### config.mk
export PLATFORM = sky130hd
export DESIGN_NAME = wp_guard
export DESIGN_NICKNAME = d
export VERILOG_FILES = /design/src/rtl/wp_pkg.sv /design/src/rtl/wp_status_reg.sv /design/src/rtl/wp_region_check.sv /design/src/rtl/wp_grant.sv /design/src/rtl/wp_guard.sv
export SDC_FILE = /design/constraint.sdc
export NUM_CORES = 1
export LEC_CHECK = 0
export ABC_AREA = 1
export BUFFER_PORTS_ARGS = -buffer_cell sky130_fd_sc_hd__buf_4
export CORE_AREA = 10 10 47 49
export CTS_CLUSTER_DIAMETER = 200
export DETAILED_ROUTE_END_ITERATION = 12
export DIE_AREA = 0 0 57 59
export PLACE_DENSITY = 0.6
export SYNTH_ARGS = -nofsm -noshare
export SYNTH_HDL_FRONTEND = slang
export SYNTH_SLANG_ARGS = --single-unit
### constraint.sdc
create_clock -name clk -period 2.2 [get_ports clk]
set_input_delay 0.33 -clock clk [delete_from_list [all_inputs] [get_ports clk]]
set_output_delay 0.33 -clock clk [all_outputs]
set_load 0.1 [all_outputs]
### src/rtl/wp_pkg.sv
package wp_pkg;

    localparam int ARRAY_AW = 13;
    localparam int BUS_AW   = 16;
    localparam int STAT_W   = 8;

    localparam int SB_PINEN = 7;
    localparam int SB_BP_HI = 3;
    localparam int SB_BP_LO = 2;
    localparam int SB_LATCH = 1;

    typedef enum logic [1:0] {
        BP_NONE    = 2'b00,
        BP_QUARTER = 2'b01,
        BP_HALF    = 2'b10,
        BP_ALL     = 2'b11
    } bp_e;

    typedef struct packed {
        logic pin_en;
        bp_e  bp;
        logic latch;
    } prot_state_t;

    localparam prot_state_t PROT_RESET = '{pin_en: 1'b0, bp: BP_NONE, latch: 1'b0};

    function automatic logic [STAT_W-1:0] pack_status(input prot_state_t s);
        logic [STAT_W-1:0] b;
        b = '0;
        b[SB_PINEN]          = s.pin_en;
        b[SB_BP_HI:SB_BP_LO] = s.bp;
        b[SB_LATCH]          = s.latch;
        return b;
    endfunction

    function automatic logic pin_blocks_status(input prot_state_t s, input logic wp_n);
        return s.pin_en && !wp_n;
    endfunction

endpackage

### src/rtl/wp_status_reg.sv
module wp_status_reg
    import wp_pkg::*;
#(
    parameter int DATA_W = STAT_W
) (
    input  logic              clk,
    input  logic              rst,
    input  logic              set_i,
    input  logic              clr_i,
    input  logic              done_i,
    input  logic              upd_i,
    input  logic [DATA_W-1:0] wdata_i,
    output prot_state_t       state_o
);

    prot_state_t cur_q, nxt;

    always_comb begin
        nxt = cur_q;
        if (upd_i) begin
            nxt.pin_en = wdata_i[SB_PINEN];
            nxt.bp     = bp_e'(wdata_i[SB_BP_HI:SB_BP_LO]);
        end
        // Clearing takes precedence over setting.
        if (clr_i || done_i)
            nxt.latch = 1'b0;
        else if (set_i)
            nxt.latch = 1'b1;
    end

    always_ff @(posedge clk) begin
        if (rst)
            cur_q <= PROT_RESET;
        else
            cur_q <= nxt;
    end

    logic unused_wdata;
    assign unused_wdata = ^{wdata_i[DATA_W-1:0]};

    assign state_o = cur_q;

endmodule

### src/rtl/wp_region_check.sv
module wp_region_check
    import wp_pkg::*;
#(
    parameter int AW   = ARRAY_AW,
    parameter int IN_W = BUS_AW
) (
    input  logic [IN_W-1:0] addr_i,
    input  bp_e             bp_i,
    output logic            locked_o
);

    localparam int TOP_HI = AW - 1;
    localparam int TOP_LO = AW - 2;

    logic [1:0] top2;

    generate
        if (IN_W > AW) begin : g_drop
            logic unused_hi;
            assign unused_hi = ^addr_i[IN_W-1:AW];
        end
    endgenerate

    assign top2 = addr_i[TOP_HI:TOP_LO];

    always_comb begin
        unique case (bp_i)
            BP_NONE:    locked_o = 1'b0;
            BP_QUARTER: locked_o = (top2 == 2'b11);
            BP_HALF:    locked_o = top2[1];
            BP_ALL:     locked_o = 1'b1;
            default:    locked_o = 1'b1;
        endcase
    end

    logic unused_low;
    assign unused_low = ^addr_i[TOP_LO-1:0];

endmodule

### src/rtl/wp_grant.sv
module wp_grant
    import wp_pkg::*;
(
    input  prot_state_t state_i,
    input  logic        wp_n_i,
    input  logic        arr_req_i,
    input  logic        stat_req_i,
    input  logic        region_locked_i,
    output logic        arr_ok_o,
    output logic        stat_ok_o
);

    always_comb begin
        arr_ok_o  = arr_req_i  && state_i.latch && !region_locked_i;
        stat_ok_o = stat_req_i && state_i.latch && !pin_blocks_status(state_i, wp_n_i);
    end

endmodule

### src/rtl/wp_guard.sv
module wp_guard
    import wp_pkg::*;
#(
    parameter int AW     = ARRAY_AW,
    parameter int IN_AW  = BUS_AW,
    parameter int DATA_W = STAT_W
) (
    input  logic              clk,
    input  logic              rst,
    input  logic              en_set_i,
    input  logic              en_clr_i,
    input  logic              cmd_done_i,
    input  logic              stat_wr_i,
    input  logic [DATA_W-1:0] stat_wdata_i,
    input  logic              arr_wr_i,
    input  logic [IN_AW-1:0]  arr_addr_i,
    input  logic              wp_n_i,
    output logic              arr_grant_o,
    output logic              stat_grant_o,
    output logic [DATA_W-1:0] status_o
);

    prot_state_t st;
    logic        locked;
    logic        s_ok;

    wp_status_reg #(.DATA_W(DATA_W)) u_reg (
        .clk     (clk),
        .rst     (rst),
        .set_i   (en_set_i),
        .clr_i   (en_clr_i),
        .done_i  (cmd_done_i),
        .upd_i   (s_ok),
        .wdata_i (stat_wdata_i),
        .state_o (st)
    );

    wp_region_check #(.AW(AW), .IN_W(IN_AW)) u_region (
        .addr_i   (arr_addr_i),
        .bp_i     (st.bp),
        .locked_o (locked)
    );

    wp_grant u_grant (
        .state_i         (st),
        .wp_n_i          (wp_n_i),
        .arr_req_i       (arr_wr_i),
        .stat_req_i      (stat_wr_i),
        .region_locked_i (locked),
        .arr_ok_o        (arr_grant_o),
        .stat_ok_o       (s_ok)
    );

    assign stat_grant_o = s_ok;
    assign status_o     = pack_status(st);

endmodule

; Word level (Yosys, flattened, before mapping)
; Cells that the tools add are included.
[totals]
reg_bits = 4
in_bits = 32
out_inout_bits = 10
[classes]
eq_ne = 4
mux = 1
reduce_logical = 11
[ops]
columns = operator, n
row1 = "2-bit equality test, second input constant", 3
row2 = 1-bit logical AND, 5
row3 = 1-bit case mux with 4 select lines, 1
row4 = 1-bit zero test, 3
row5 = "2-bit by 1-bit equality test with 1-bit output, second input constant", 1
row6 = 2-bit zero test, 1
row7 = 2-bit OR reduction, 1
row8 = 1-bit logical OR, 1

; Logic depth before layout (Yosys ltp)
[depth]
ltp_word = 4
mapped_depth = 5
depth_no_buf = 5

; By module
; A second synthesis with hierarchy kept.
[unflattened]
cells_unflattened = 37
hier_area_um2 = 226.5
[modules_own_cells]
columns = module, instances, cells_each, area_per_inst_um2
row1 = wp_status_reg, 1, 24, 155.1
row2 = wp_guard, 1, 5, 33.8
row3 = wp_grant, 1, 5, 23.8
row4 = wp_region_check, 1, 3, 13.8

; Worst setup path after synthesis
; OpenSTA, ideal clock, no wires.
[synth_path]
path_type = reg2out
start = register u_reg.cur_q (netlist bit u_reg.state_o[0])
end = output port arr_grant_o
t_arrival_ps = 2411
t_required_ps = 1870
path_slack_ps = -541
stages_incl_launch_ff = 3
cell_sequence = dfxtp_1 -> nand3_1 -> nor2_1
[synth_via]
elab_chain_cells = 2
[synth_rtl]
columns = item, line_no
row1 = "start, declared", wp_status_reg.sv:16  ; prot_state_t cur_q, nxt;
row2 = "start signal, assigned", wp_status_reg.sv:35  ; cur_q <= nxt;
row3 = 1-bit logical AND (2 in series), wp_grant.sv:14  ; arr_ok_o = arr_req_i && state_i.latch && !region_locked_i;
row4 = "end, declared", wp_guard.sv:18  ; output logic arr_grant_o,
; Every way passes these cells.

; Worst setup path after layout
[layout_path]
start = register u_reg.cur_q (netlist bit u_reg.state_o[0])
end = output port stat_grant_o
[layout_via]
elab_chain_cells = 2
[layout_rtl]
columns = item, line_no
row1 = 1-bit logical AND (2 in series), wp_grant.sv:15  ; stat_ok_o = stat_req_i && state_i.latch && !pin_blocks_status(state_i, wp_n_i);
row2 = "end, declared", wp_guard.sv:19  ; output logic stat_grant_o,
; Every way passes these cells.

==> run_results.csv <==
group,metric,value,unit
layout,final_core_utilization,29.4,%
flow_run,max_cap_violations,0,
cts,cts_tree,"done",
timing,final_hold_viol_count,0,
layout,n_antenna_cell,0,
global_routing,grt_max_degree,6,
timing,clock_skew,1.68,ps
placed_design,gp_congestion,0.615,
floorplanning,rows,14,
floorplanning,initial_utilization,17.5,%
drt,final_antenna_net_count,0,
timing,drv_slew,0,
cts,clk_latency,230,ps
worst_setup_path,cp.arrival,1160,ps
layout,layout.cells.non_filler,72,
drt,drt_iter0_drc,2,
global_routing,grtUsageTotal,4.45,%
timing,holdWs,256,ps
global_routing,grt-ovfl-total,0,
worst_setup_path,end_kind,"output pin",
synth,ys_types,15,
cts,hold_buffers,0,
timing,period_needed,1490,ps
floorplanning,coreArea,1400,um^2
cts,ctsLongestPathBuffers,2,
status,status,"finished clean",
synth,avgSynthCellArea,6.81,um^2
worst_setup_path,slowest_delay,390,ps
worst_setup_path,startpoint_type,"flop",
worst_setup_path,crit_fanout,5,
synth,ys_ff_latch,4,
drt,dr.pass1.iters,2,
worst_setup_path,critPathRequiredTime,1870,ps
placed_design,place.port_buffers,18,
worst_setup_path,cp_slowest_cell,"dfxtp_1",
hold_path,hold_class,"input port to flop",
timing,final-setup-viol-count,0,
drt,drc,0,
cts,numCtsBuffers,3,
drt,drt-vias-per-instance,3.51,
timing,clock.fmax,671,MHz
drt,vias,253,
cts,cts-resized-gates,0,
drt,routed_wirelength,708,um
worst_setup_path,path_common_cell,"nand2_2",
synth,netlist_area,245,um^2
cts,postCtsSetupBuffers,0,
layout,syn2layout_area_growth,67.9,%
timing,fin_setup_tns,0,ps
cts,clock-sinks,4,
worst_setup_path,worstPathCellList,"nand2_2 > clkinv_2 > nand2_2 > inv_1 > buf_4",
timing,post-route-period-util,67.7,%
global_routing,grt_pass1_wl,1140,um
floorplanning,die_area,3360,um^2
synth,ys_seq_area_share,32.7,%
floorplanning,ios,42,
placed_design,dp_cells,69,
layout,final_layout_size_suffix_gt1_share,46.4,%
layout,num-nets-final,90,
cts,cts_htree_levels,1,
placed_design,dp_hpwl,638,um
power,cellLeakagePower,0.000227,uW
cts,clk_transition_reported_paths,40,ps
timing,setup_ws,710,ps
layout,largest_register_ffs,4,
floorplanning,dieWidth,57,um
placed_design,dp_slack,855,ps
synth,netlist_instances,36,
drt,wire_per_inst,9.83,um
floorplanning,die_h,59,um
power,ir_drop,0.192,mV
global_routing,antenna_found_initial,0,
power,p_per_area,592,nW/um^2
global_routing,first_global_vias,270,
cts,cts.root.buffer_cell,"clkbuf_4",
worst_setup_path,timing_worst_setup_path_type,"flop to output pin",
synth,yosysWarnings,0,
timing,rsz0062_at_grt,"no",
-- power breakdown --
group	switching [uW]	internal (uW)	leakage, uW	total, uW
registers	1.92	74.8	0.0000324	76.7
logic	57.9	19.9	0.000181	77.8
clock network	28.1	60.9	0.0000138	89.0
total	88.0	156	0.000227	244
-- Yosys cell counts --
master,instances,share of area (%)
inv_1,5,7.7
buf_4,4,12
dfxtp_1,4,33
nand3_1,4,8.2
nor2_1,4,6.1
a21oi_1,3,6.1
clkinv_1,2,3.1
nand2_1,2,3.1
nand2_2,2,5.1
clkinv_2,1,2.0
conb_1,1,1.5
nand2_4,1,4.6
nor4_1,1,2.6
o21a_1,1,3.1
o21ai_1,1,2.0
-- metal layers --
layer / vias to the layer above / GRT usage (%) / wire length [um]
li1: 144 / - / -
met1: 100 / 4.16 / 252
met2: 9 / 6.67 / 380
met3: 0 / 3.43 / 75
met4: 0 / 3.02 / 0
met5: - / 0 / 0
-- cells in the final DEF (no fill, tap or decap) --
| master | n |
|---|---|
| clkbuf_4 | 3 |
| clkinv_1 | 2 |
| buf_4 | 18 |
| nand2_2 | 2 |
| nand3_1 | 4 |
| a21oi_1 | 3 |
| nand2_1 | 2 |
| inv_1 | 5 |
| dfxtp_1 | 4 |
| o21a_1 | 1 |
| o21ai_1 | 1 |
| clkinv_2 | 1 |
| nor2_1 | 3 |
| nor4_1 | 1 |
| nand2_4 | 1 |
| conb_1 | 4 |
| nor2_4 | 1 |
-- cells by family after synthesis --
group / count (synthesis) / synth area share (%)
AOI/OAI and AO/OA: 5 / 11.2
buffers and inverters: 12 / 25.0
DFF: 4 / 32.7
and+or+nand+nor: 14 / 29.6
other: 1 / 1.53
-- through the flow --
stage                     total power [uW]  instance area (um^2)
final                                  244                   412
after CTS                              249                   412
after global placement                 156                   389
after global routing                   262                   412
after detailed placement               156                   389
after floorplan                        139                   264
-- worst paths after layout --
path / startpoint / endpoint / slack (ps) / cells past startpoint
worst min register to register: u_reg.state_o[2] / u_reg.state_o[2] / 520 / 2
worst max register to register: u_reg.state_o[0] / u_reg.state_o[3] / 1330 / 5
worst max-delay path: u_reg.state_o[0] / stat_grant_o / 710 / 5
worst min-delay path: en_clr_i / u_reg.state_o[0] / 260 / 2
-- critical path, delay by kind of cell, from the launching register on --
kind          cells  cell delay [ps]
flops             1              390
simple gates      2              130
buf+inv           3              410
-- area by class of cell --
class                   instances  area (um^2)
flip-flops and latches          4         80.1
multi-input cells              23          123
well taps                      16         20.0
inverters                       8         31.3
repair buffers                 18          135
clock buffers                   3         22.5
fillers                       164          990
(Power assumes the default switching activity.)
